===== src/rtl/bmc_pkg.sv =====
package bmc_pkg;

    typedef enum logic [1:0] {
        PM_SINGLE = 2'b00,
        PM_EXPAND = 2'b01,
        PM_RSVD   = 2'b10,
        PM_MICRO  = 2'b11
    } pmode_e;

    localparam int REG_W = 8;

    localparam logic [1:0] RA_CFG0  = 2'd0;
    localparam logic [1:0] RA_CFG1  = 2'd1;
    localparam logic [1:0] RA_GUARD = 2'd2;

    localparam logic [REG_W-1:0] CFG0_RST_SINGLE = 8'h80;
    localparam logic [REG_W-1:0] CFG0_RST_MICRO  = 8'h03;
    localparam logic [REG_W-1:0] CFG1_KEEP       = 8'h37;
    localparam logic [REG_W-1:0] GUARD_KEEP      = 8'h02;

    localparam int SWRST_BIT = 3;
    localparam int UNLOCK_BIT = 1;

endpackage


===== src/rtl/bmc_reset_filter.sv =====
module bmc_reset_filter #(
    parameter int LOW_CYCLES = 20,
    parameter int SW_PULSE   = 4
) (
    input  logic clk,
    input  logic pin_n,
    input  logic sw_req,
    output logic rst_o
);
    localparam int CNT_W = $clog2(LOW_CYCLES);
    localparam int SW_W  = $clog2(SW_PULSE + 1);
    localparam logic [CNT_W-1:0] CNT_TOP  = CNT_W'(LOW_CYCLES - 1);
    localparam logic [SW_W-1:0]  SW_START = SW_W'(SW_PULSE);

    typedef struct packed {
        logic [1:0]       sync;
        logic [CNT_W-1:0] cnt;
        logic             hold;
        logic [SW_W-1:0]  swcnt;
    } flt_t;

    flt_t flt_d, flt_q;
    logic pin_s;

    assign pin_s = flt_q.sync[1];

    always_comb begin
        flt_d      = flt_q;
        flt_d.sync = {flt_q.sync[0], pin_n};
        if (pin_s) begin
            flt_d.cnt  = '0;
            flt_d.hold = 1'b0;
        end else begin
            if (flt_q.cnt != CNT_TOP) begin
                flt_d.cnt = flt_q.cnt + 1'b1;
            end
            if (flt_q.cnt == CNT_TOP) begin
                flt_d.hold = 1'b1;
            end
        end
        if (flt_q.hold) begin
            flt_d.swcnt = '0;
        end else if (sw_req) begin
            flt_d.swcnt = SW_START;
        end else if (flt_q.swcnt != '0) begin
            flt_d.swcnt = flt_q.swcnt - 1'b1;
        end
    end

    always_ff @(posedge clk) begin
        flt_q <= flt_d;
    end

    assign rst_o = flt_q.hold | (flt_q.swcnt != '0);

    AST_NO_EARLY_RESET: assert property (@(posedge clk)
        $rose(flt_q.hold) |-> ($past(flt_q.cnt) == CNT_TOP));

    AST_HIGH_RELEASES: assert property (@(posedge clk)
        pin_s |=> !flt_q.hold);

endmodule


===== src/rtl/bmc_mode_regs.sv =====
module bmc_mode_regs
    import bmc_pkg::*;
(
    input  logic             clk,
    input  logic             rst_i,
    input  logic             start_micro,
    input  logic             wr_en,
    input  logic [1:0]       wr_addr,
    input  logic [REG_W-1:0] wr_data,
    input  logic [1:0]       rd_addr,
    output logic [REG_W-1:0] rd_data,
    output logic             sw_req,
    output logic [1:0]       pmode,
    output logic [1:0]       area,
    output logic             mem_wait,
    output logic [1:0]       strobe_sel
);
    typedef struct packed {
        logic [REG_W-1:0] cfg0;
        logic [REG_W-1:0] cfg1;
        logic [REG_W-1:0] guard;
    } regs_t;

    regs_t regs_d, regs_q;
    logic  unlocked;

    assign unlocked = regs_q.guard[UNLOCK_BIT];

    always_comb begin
        regs_d = regs_q;
        sw_req = 1'b0;
        if (rst_i) begin
            regs_d.cfg0  = start_micro ? CFG0_RST_MICRO : CFG0_RST_SINGLE;
            regs_d.cfg1  = '0;
            regs_d.guard = '0;
        end else if (wr_en) begin
            case (wr_addr)
                RA_GUARD: regs_d.guard = wr_data & GUARD_KEEP;
                RA_CFG0: begin
                    if (unlocked) begin
                        regs_d.cfg0            = wr_data;
                        regs_d.cfg0[SWRST_BIT] = 1'b0;
                        if (wr_data[1:0] == PM_RSVD) begin
                            regs_d.cfg0[1:0] = regs_q.cfg0[1:0];
                        end
                        sw_req = wr_data[SWRST_BIT];
                    end
                end
                RA_CFG1: begin
                    if (unlocked) begin
                        regs_d.cfg1 = wr_data & CFG1_KEEP;
                    end
                end
                default: ;
            endcase
        end
    end

    always_ff @(posedge clk) begin
        regs_q <= regs_d;
    end

    always_comb begin
        case (rd_addr)
            RA_CFG0:  rd_data = regs_q.cfg0;
            RA_CFG1:  rd_data = regs_q.cfg1;
            RA_GUARD: rd_data = regs_q.guard;
            default:  rd_data = '0;
        endcase
    end

    assign pmode      = regs_q.cfg0[1:0];
    assign area       = regs_q.cfg1[1:0];
    assign mem_wait   = regs_q.cfg1[2];
    assign strobe_sel = regs_q.cfg1[5:4];

    AST_MODE_NOT_RSVD: assert property (@(posedge clk) disable iff (rst_i)
        pmode != PM_RSVD);

    AST_LOCKED_STABLE: assert property (@(posedge clk) disable iff (rst_i)
        (wr_en && !unlocked && wr_addr != RA_GUARD)
        |=> ($stable(regs_q.cfg0) && $stable(regs_q.cfg1)));

endmodule


===== src/rtl/bmc_vector_seq.sv =====
module bmc_vector_seq #(
    parameter int          ADDR_W   = 24,
    parameter logic [ADDR_W-1:0] VEC_BASE = 24'hFFFFFC
) (
    input  logic              clk,
    input  logic              rst_i,
    input  logic              bus8_i,
    output logic              req_o,
    output logic [ADDR_W-1:0] addr_o
);
    typedef struct packed {
        logic       active;
        logic [1:0] idx;
        logic       bus8;
    } seq_t;

    seq_t seq_d, seq_q;
    logic [1:0] last_idx;
    logic [2:0] offset;

    assign last_idx = seq_q.bus8 ? 2'd2 : 2'd1;

    always_comb begin
        seq_d = seq_q;
        if (rst_i) begin
            seq_d.active = 1'b1;
            seq_d.idx    = '0;
            seq_d.bus8   = bus8_i;
        end else if (seq_q.active) begin
            if (seq_q.idx == last_idx) begin
                seq_d.active = 1'b0;
            end else begin
                seq_d.idx = seq_q.idx + 1'b1;
            end
        end
    end

    always_ff @(posedge clk) begin
        seq_q <= seq_d;
    end

    assign offset = seq_q.bus8 ? {1'b0, seq_q.idx} : {seq_q.idx, 1'b0};
    assign req_o  = seq_q.active & ~rst_i;
    assign addr_o = VEC_BASE + ADDR_W'(offset);

    AST_VEC_START: assert property (@(posedge clk)
        $fell(rst_i) |-> (req_o && addr_o == VEC_BASE));

    AST_VEC_ALIGNED: assert property (@(posedge clk) disable iff (rst_i)
        (req_o && !seq_q.bus8) |-> !addr_o[0]);

endmodule


===== src/rtl/boot_mode_ctrl.sv =====
module boot_mode_ctrl
    import bmc_pkg::*;
#(
    parameter int LOW_CYCLES = 20,
    parameter int SW_PULSE   = 4,
    parameter int ADDR_W     = 24,
    parameter logic [ADDR_W-1:0] VEC_BASE = 24'hFFFFFC
) (
    input  logic              clk,
    input  logic              ext_rst_n,
    input  logic              mode_pin,
    input  logic              bus8_sel,
    input  logic              wr_en,
    input  logic [1:0]        wr_addr,
    input  logic [7:0]        wr_data,
    input  logic [1:0]        rd_addr,
    output logic [7:0]        rd_data,
    output logic              rst_o,
    output logic [1:0]        pmode_o,
    output logic [1:0]        area_o,
    output logic              mem_wait_o,
    output logic [1:0]        strobe_sel_o,
    output logic              vec_req_o,
    output logic [ADDR_W-1:0] vec_addr_o
);
    logic sw_req;

    bmc_reset_filter #(
        .LOW_CYCLES (LOW_CYCLES),
        .SW_PULSE   (SW_PULSE)
    ) u_filter (
        .clk    (clk),
        .pin_n  (ext_rst_n),
        .sw_req (sw_req),
        .rst_o  (rst_o)
    );

    bmc_mode_regs u_regs (
        .clk         (clk),
        .rst_i       (rst_o),
        .start_micro (mode_pin),
        .wr_en       (wr_en),
        .wr_addr     (wr_addr),
        .wr_data     (wr_data),
        .rd_addr     (rd_addr),
        .rd_data     (rd_data),
        .sw_req      (sw_req),
        .pmode       (pmode_o),
        .area        (area_o),
        .mem_wait    (mem_wait_o),
        .strobe_sel  (strobe_sel_o)
    );

    bmc_vector_seq #(
        .ADDR_W   (ADDR_W),
        .VEC_BASE (VEC_BASE)
    ) u_vec (
        .clk    (clk),
        .rst_i  (rst_o),
        .bus8_i (bus8_sel),
        .req_o  (vec_req_o),
        .addr_o (vec_addr_o)
    );

    AST_SW_RESET_TAKES: assert property (@(posedge clk)
        sw_req |=> rst_o);

endmodule


===== config.mk =====
export PLATFORM = sky130hd
export DESIGN_NAME = boot_mode_ctrl
export DESIGN_NICKNAME = d
export VERILOG_FILES = /design/src/rtl/bmc_pkg.sv /design/src/rtl/bmc_reset_filter.sv /design/src/rtl/bmc_mode_regs.sv /design/src/rtl/bmc_vector_seq.sv /design/src/rtl/boot_mode_ctrl.sv
export SDC_FILE = /design/constraint.sdc
export NUM_CORES = 1
export LEC_CHECK = 0
export BUFFER_PORTS_ARGS = -buffer_cell sky130_fd_sc_hd__buf_2
export CAP_MARGIN = 25
export CELL_PAD_IN_SITES_DETAIL_PLACEMENT = 1
export CELL_PAD_IN_SITES_GLOBAL_PLACEMENT = 2
export CORE_ASPECT_RATIO = 2
export CORE_MARGIN = 2
export CORE_UTILIZATION = 32
export DETAILED_ROUTE_END_ITERATION = 10
export PLACE_DENSITY_LB_ADDON = 0.12
export SLEW_MARGIN = 20
export SYNTH_ARGS = -nofsm -noshare
export SYNTH_HDL_FRONTEND = slang
export SYNTH_HIERARCHICAL = 1
export SYNTH_SLANG_ARGS = --single-unit

===== constraint.sdc =====
create_clock -name clk -period 4.2 [get_ports clk]
set_input_delay 0.21 -clock clk [delete_from_list [all_inputs] [get_ports clk]]
set_output_delay 0.21 -clock clk [all_outputs]
set_load 0.02 [all_outputs]

==> After elaboration in Yosys (flattened, before gate mapping) <==
Index checks and enable logic that the tools add are counted.
Widths: inputs -> output; s select.
{ "classes": {"add_sub_neg": 4, "n_eq_ne": 9, "n_mux": 21, "bitwise": 4, "n_reduce_logical": 13} }
{ "ops": {"columns": ["operator", "n"], "rows": [
  ["$mux 24", 2],
  ["$mux 8", 4],
  ["$pmux 8 s3", 1],
  ["$mux 3", 4],
  ["$mux 2", 4],
  ["$reduce_bool 2->1", 4],
  ["$eq 2x2->1 const B", 3],
  ["$mux 6", 1],
  ["$reduce_and 3->1", 2],
  ["$add 3x4->5 const A", 1],
  ["$add 5x1->5 const B", 1],
  ["$eq 5x5->1 const B", 1],
  ["$mux 1", 5],
  ["$ne 5x5->1 const B", 1],
  ["$eq 2x1->1 const B", 2],
  ["$logic_not 2->1", 2],
  ["$reduce_and 2->1", 2],
  ["$reduce_and 4->1", 1],
  ["$reduce_bool 3->1", 1],
  ["$sub 3x1->3 const B", 1],
  ["$add 2x1->2 const B", 1],
  ["$eq 2x2->1", 1],
  ["$ne 2x1->1 const B", 1],
  ["$not 1->1", 2],
  ["3 further kinds", 3]
]} }
{ "word_totals": {"regBits": 29} }

==> Longest topological paths before layout <==
{ "depth": {"word_depth": 6, "ltp_mapped": 8, "ltp_nobuf": 7} }

==> By module <==
The synthesis kept the hierarchy.
{ "by_module_without_submodules": {"columns": ["mod", "instances", "cells_each", "area_per_inst_um2"], "rows": [
  ["bmc_mode_regs", 1, 71, 774.5],
  ["bmc_reset_filter", 1, 45, 478.0],
  ["bmc_vector_seq", 1, 39, 359.1]
]} }

==> Least setup slack after synthesis <==
Ideal clock, no wire load.
{ "synth_timing": {"kind": "register -> register", "from": "register u_filter/flt_q[0] (netlist name)", "to": "register u_filter/flt_q[1] (netlist name)", "arrival_time_ns": 1.881, "required_ns": 4.085, "path_slack_ns": 2.204, "path_stages_with_launch": 8, "period_less_slack_ns": 1.996, "path_cell_list": "dfxtp_1 -> inv_1 -> ha_1 -> ha_1 -> nand2b_1 -> buf_6 -> and3b_1 -> a2111oi_0"} }
{ "synth_between": {"elab_chain_cells": 4, "elab_cells_between_ends": 5} }
{ "synth_rtl": {"columns": ["item", "line_no", "rtl"], "rows": [
  ["from (decl)", "bmc_reset_filter.sv:22", "flt_t flt_d, flt_q;"],
  ["from (signal assigned)", "bmc_reset_filter.sv:51", "flt_q <= flt_d;"],
  ["$reduce_bool 3->1", "bmc_reset_filter.sv:54", "assign rst_o = flt_q.hold | (flt_q.swcnt != '0);"],
  ["$or 1x1->1", "bmc_reset_filter.sv:54", null],
  ["named net rst_o", "boot_mode_ctrl.sv:18", "output logic rst_o,"],
  ["$mux 1", "bmc_mode_regs.sv:32", "if (rst_i) begin"],
  ["named net sw_req", "boot_mode_ctrl.sv:26", "logic sw_req;"],
  ["$reduce_or 2->1 (no line)", null, null]
]} }
The timed path passes the listed nets, and every way through them passes these cells.
A chain may end at the register's enable or synchronous reset.

==> Final worst setup path <==
{ "layout_timing": {"from": "register u_filter/flt_q[0] (netlist name)", "to": "output rst_o"} }
{ "layout_between": {"elab_chain_cells": 2} }
{ "layout_rtl": {"columns": ["item", "line_no"], "rows": [
  ["$reduce_bool 3->1", "bmc_reset_filter.sv:54"],
  ["$or 1x1->1", "bmc_reset_filter.sv:54"],
  ["to (decl)", "boot_mode_ctrl.sv:18"]
]} }
No other way between the ends.

==> flow_summary.yaml <==
yosys:
  ys_ff_latch: 28
  yosysWarnings: 6
  ys_seq_area_share_pct: 39.8
  synth_top_area_share_pct: 24.8
  avgSynthCellArea_sq_um: 10.4
  async_flop_share_pct: 0
  synth_top_area_cell: "dfxtp_1"
  synthTopCellsByArea: "dfxtp_1 25%, edfxtp_1 15%, buf_4 14%"
  synthFlopType: "dfxtp_1"
  ys_types: 41
  synth_edf_count: 8
  synth.cell_area_sq_um: 1610
  syn_nets: 178
  netlist_instances: 155
floorplan:
  die_w_microns: 54.2
  die_h_microns: 104
  io_pins: 58
  core_area_sq_um: 4860
  die_area_sq_um: 5650
  fp-row-count: 36
  start_util_pct: 33.1
cts:
  cts_tree: "built"
  numClockSinks: 28
  clockRootBuffer: "clkbuf_8"
  clk-insertion-delay-late_ns: 0.27
  cts_htree_levels: 1
  clk_pin_slew_ns: 0.09
  hold_buffers: 0
  clock_path_buffers: 2
  ctsResizeCount: 0
  cts_setup_buffers: 0
  cts_buffers: 3
setup_path:
  crit_chain: "inv_1 -> ha_1 -> ha_1 -> nand2b_1 -> buf_2"
  startpoint_type: "flip-flop"
  cp_slowest_cell: "nand2b_1"
  crit_fanout: 25
  reg2reg_to: "u_filter/flt_q[1]$_SDFFE_PP0P_"
  cp.required_ns: 3.99
  crit_path_frequent_cell: "ha_1"
  worst-setup-path-type: "flip-flop to output port"
  end_kind: "output port"
  max_stage_delay_ns: 0.61
  r2r-start: "u_filter/flt_q[0]$_SDFFE_PP0P_"
  r2r_slack_ns: 1.98
  arrival_ns: 2.07
  r2r_cells: 6
power_and_ir_drop:
  p_per_area_nw_per_um2: 516
  total_leakage_power_nw: 0.790
  vdd_drop_max_mv: 0.198
  power_w: 0.000916
final_layout:
  multi_input_area_sq_um: 697
  syn_to_final_growth_pct: 10.1
  nets: 207
  diodes: 0
  fillerInstances: 582
  final_area_sq_um: 1770
  final_common_cell: "buf_2"
  seqCellArea_sq_um: 641
  layout_common_cells: "56 x buf_2, 20 x dfxtp_1, 13 x mux2i_1"
  drive_gt1_share_pct: 41.0
routing:
  ant_nets: 0
  vias: 1105
  first_iter_violations: 23
  drc: 0
  drt-total-wl_mm: 3.31
  drt-wirelength-per-cell_microns: 13.8
  firstDrtPassIters: 2
  via_per_inst: 4.60
sta:
  fin_skew_ns: 0.00487
  tightestPinTransition_ns: 0.823
  maxSlewHeadroom_pct: 45.1
  grt_setup_unrepaired: "false"
  fmax_mhz: 439
  hold_ws_ns: 0.0374
  fin_tns_setup_ns: 0
  setup_violations: 0
  maxSlewViolCount: 0
  fin_crit_ns: 2.28
  final-hold-violation-count: 0
  min_period_over_period_pct: 54.3
place:
  gp_congestion: 0.736
  numPortBuffers: 56
  dp_hpwl_mm: 2.72
  dpl_cell_area_sq_um: 1720
grt:
  grt_max_degree: 26
  grt.total_usage_pct: 11.9
  grt_pass1_wl_mm: 5.06
  grt_pass1_vias: 1094
  grt_remaining_overflow: 0
  antenna_found_initial: 0
worst_hold_path:
  worst_hold_path.endpoint: "u_filter/flt_d[10]$_DFF_P_"
  hold_path.class: "input pin to flip-flop"
  min_from: "ext_rst_n"
  hold_depth: 1
status:
  outcome: "finished clean"
job:
  cap_violations: 0
[power by group]
part	total, W	internal, W	leakage [nW]	switching [W]
logic	0.000372	0.000154	0.511	0.000218
registers	0.000382	0.000353	0.250	0.0000297
clock network	0.000162	0.0000837	0.0288	0.0000781
total	0.000916	0.000590	0.790	0.000326
[layout make-up]
type	instances	area share, %
multi-input combinational	87	39.3
sequential	28	36.1
timing repair buffer	56	15.8
tap	57	4.02
clock buffer	4	3.10
inverter	8	1.69
[registers in the layout, summed over array words and instances, names as in the netlist]
register / cells
u_vec/seq_q: 4
u_regs/strobe_sel: 2
u_filter/flt_d: 1
u_regs/mem_wait: 1
u_regs/pmode: 2
u_regs/area: 2
u_regs/regs_q: 6
u_filter/flt_q: 10
[per-layer routing]
metal	routed length (microns)	vias to the layer above	track usage [%]	part of all wire [%]
met5	0	-	0	0
met3	182	4	2.16	5.5
met4	70	0	4.29	2.1
li1	-	545	-	-
met2	2010	32	23.8	61
met1	1040	524	10.3	31
[stage by stage]
step | setup slack, ns | instances | utilization, %
2_1_floorplan | 2.20 | 155 | -
6_report | 1.92 | 240 | 36.5
5_1_grt | 1.70 | 240 | 36.5
4_1_cts | 1.86 | 240 | 36.5
3_3_place_gp | 2.13 | 236 | 35.3
3_5_place_dp | 1.96 | 236 | 35.3
[logic make-up after synthesis]
logic type,synth area share [%]
XOR/XNOR,1.63
buffers and inverters,17.0
flip-flops,39.8
AND/OR/NAND/NOR,20.0
adder cells (fa/ha/maj),4.66
other,0.233
AO/OA/AOI/OAI,6.29
multiplexers,10.4
[how the worst max path moves through the flow]
stage / start / endpoint / slack (ns) / cells after the start
after floorplan: u_filter/flt_q[0]$_SDFFE_PP0P_ / u_filter/flt_q[1]$_SDFFE_PP0P_ / 2.20 / 7
after global placement: u_filter/flt_q[0]$_SDFFE_PP0P_ / u_filter/flt_q[1]$_SDFFE_PP0P_ / 2.13 / 6
after detailed placement: u_filter/flt_q[0]$_SDFFE_PP0P_ / u_filter/flt_q[1]$_SDFFE_PP0P_ / 1.96 / 6
after CTS: u_filter/flt_q[0]$_SDFFE_PP0P_ / vec_req_o / 1.86 / 6
after global routing: u_filter/flt_q[0]$_SDFFE_PP0P_ / vec_req_o / 1.70 / 6
final: u_filter/flt_q[0]$_SDFFE_PP0P_ / rst_o / 1.92 / 5
[critical path, delay by kind of cell (launching register included)]
kind / cells / cell delay [ns]
adders and majority gates: 2 / 0.47
and+or+nand+nor: 1 / 0.61
DFF: 1 / 0.36
buffers and inverters: 2 / 0.36
[cells in the mapped netlist, drive strengths merged, types with 3 or more instances]
master	number
ha	6
buf	31
or2b	3
mux2i	13
inv	8
nand2b	13
nor2	9
edfxtp	8
a21oi	3
a22o	3
nor2b	5
dfxtp	20
mux2	3
and2	4
Note: power is estimated with default switching activity, not from simulation.
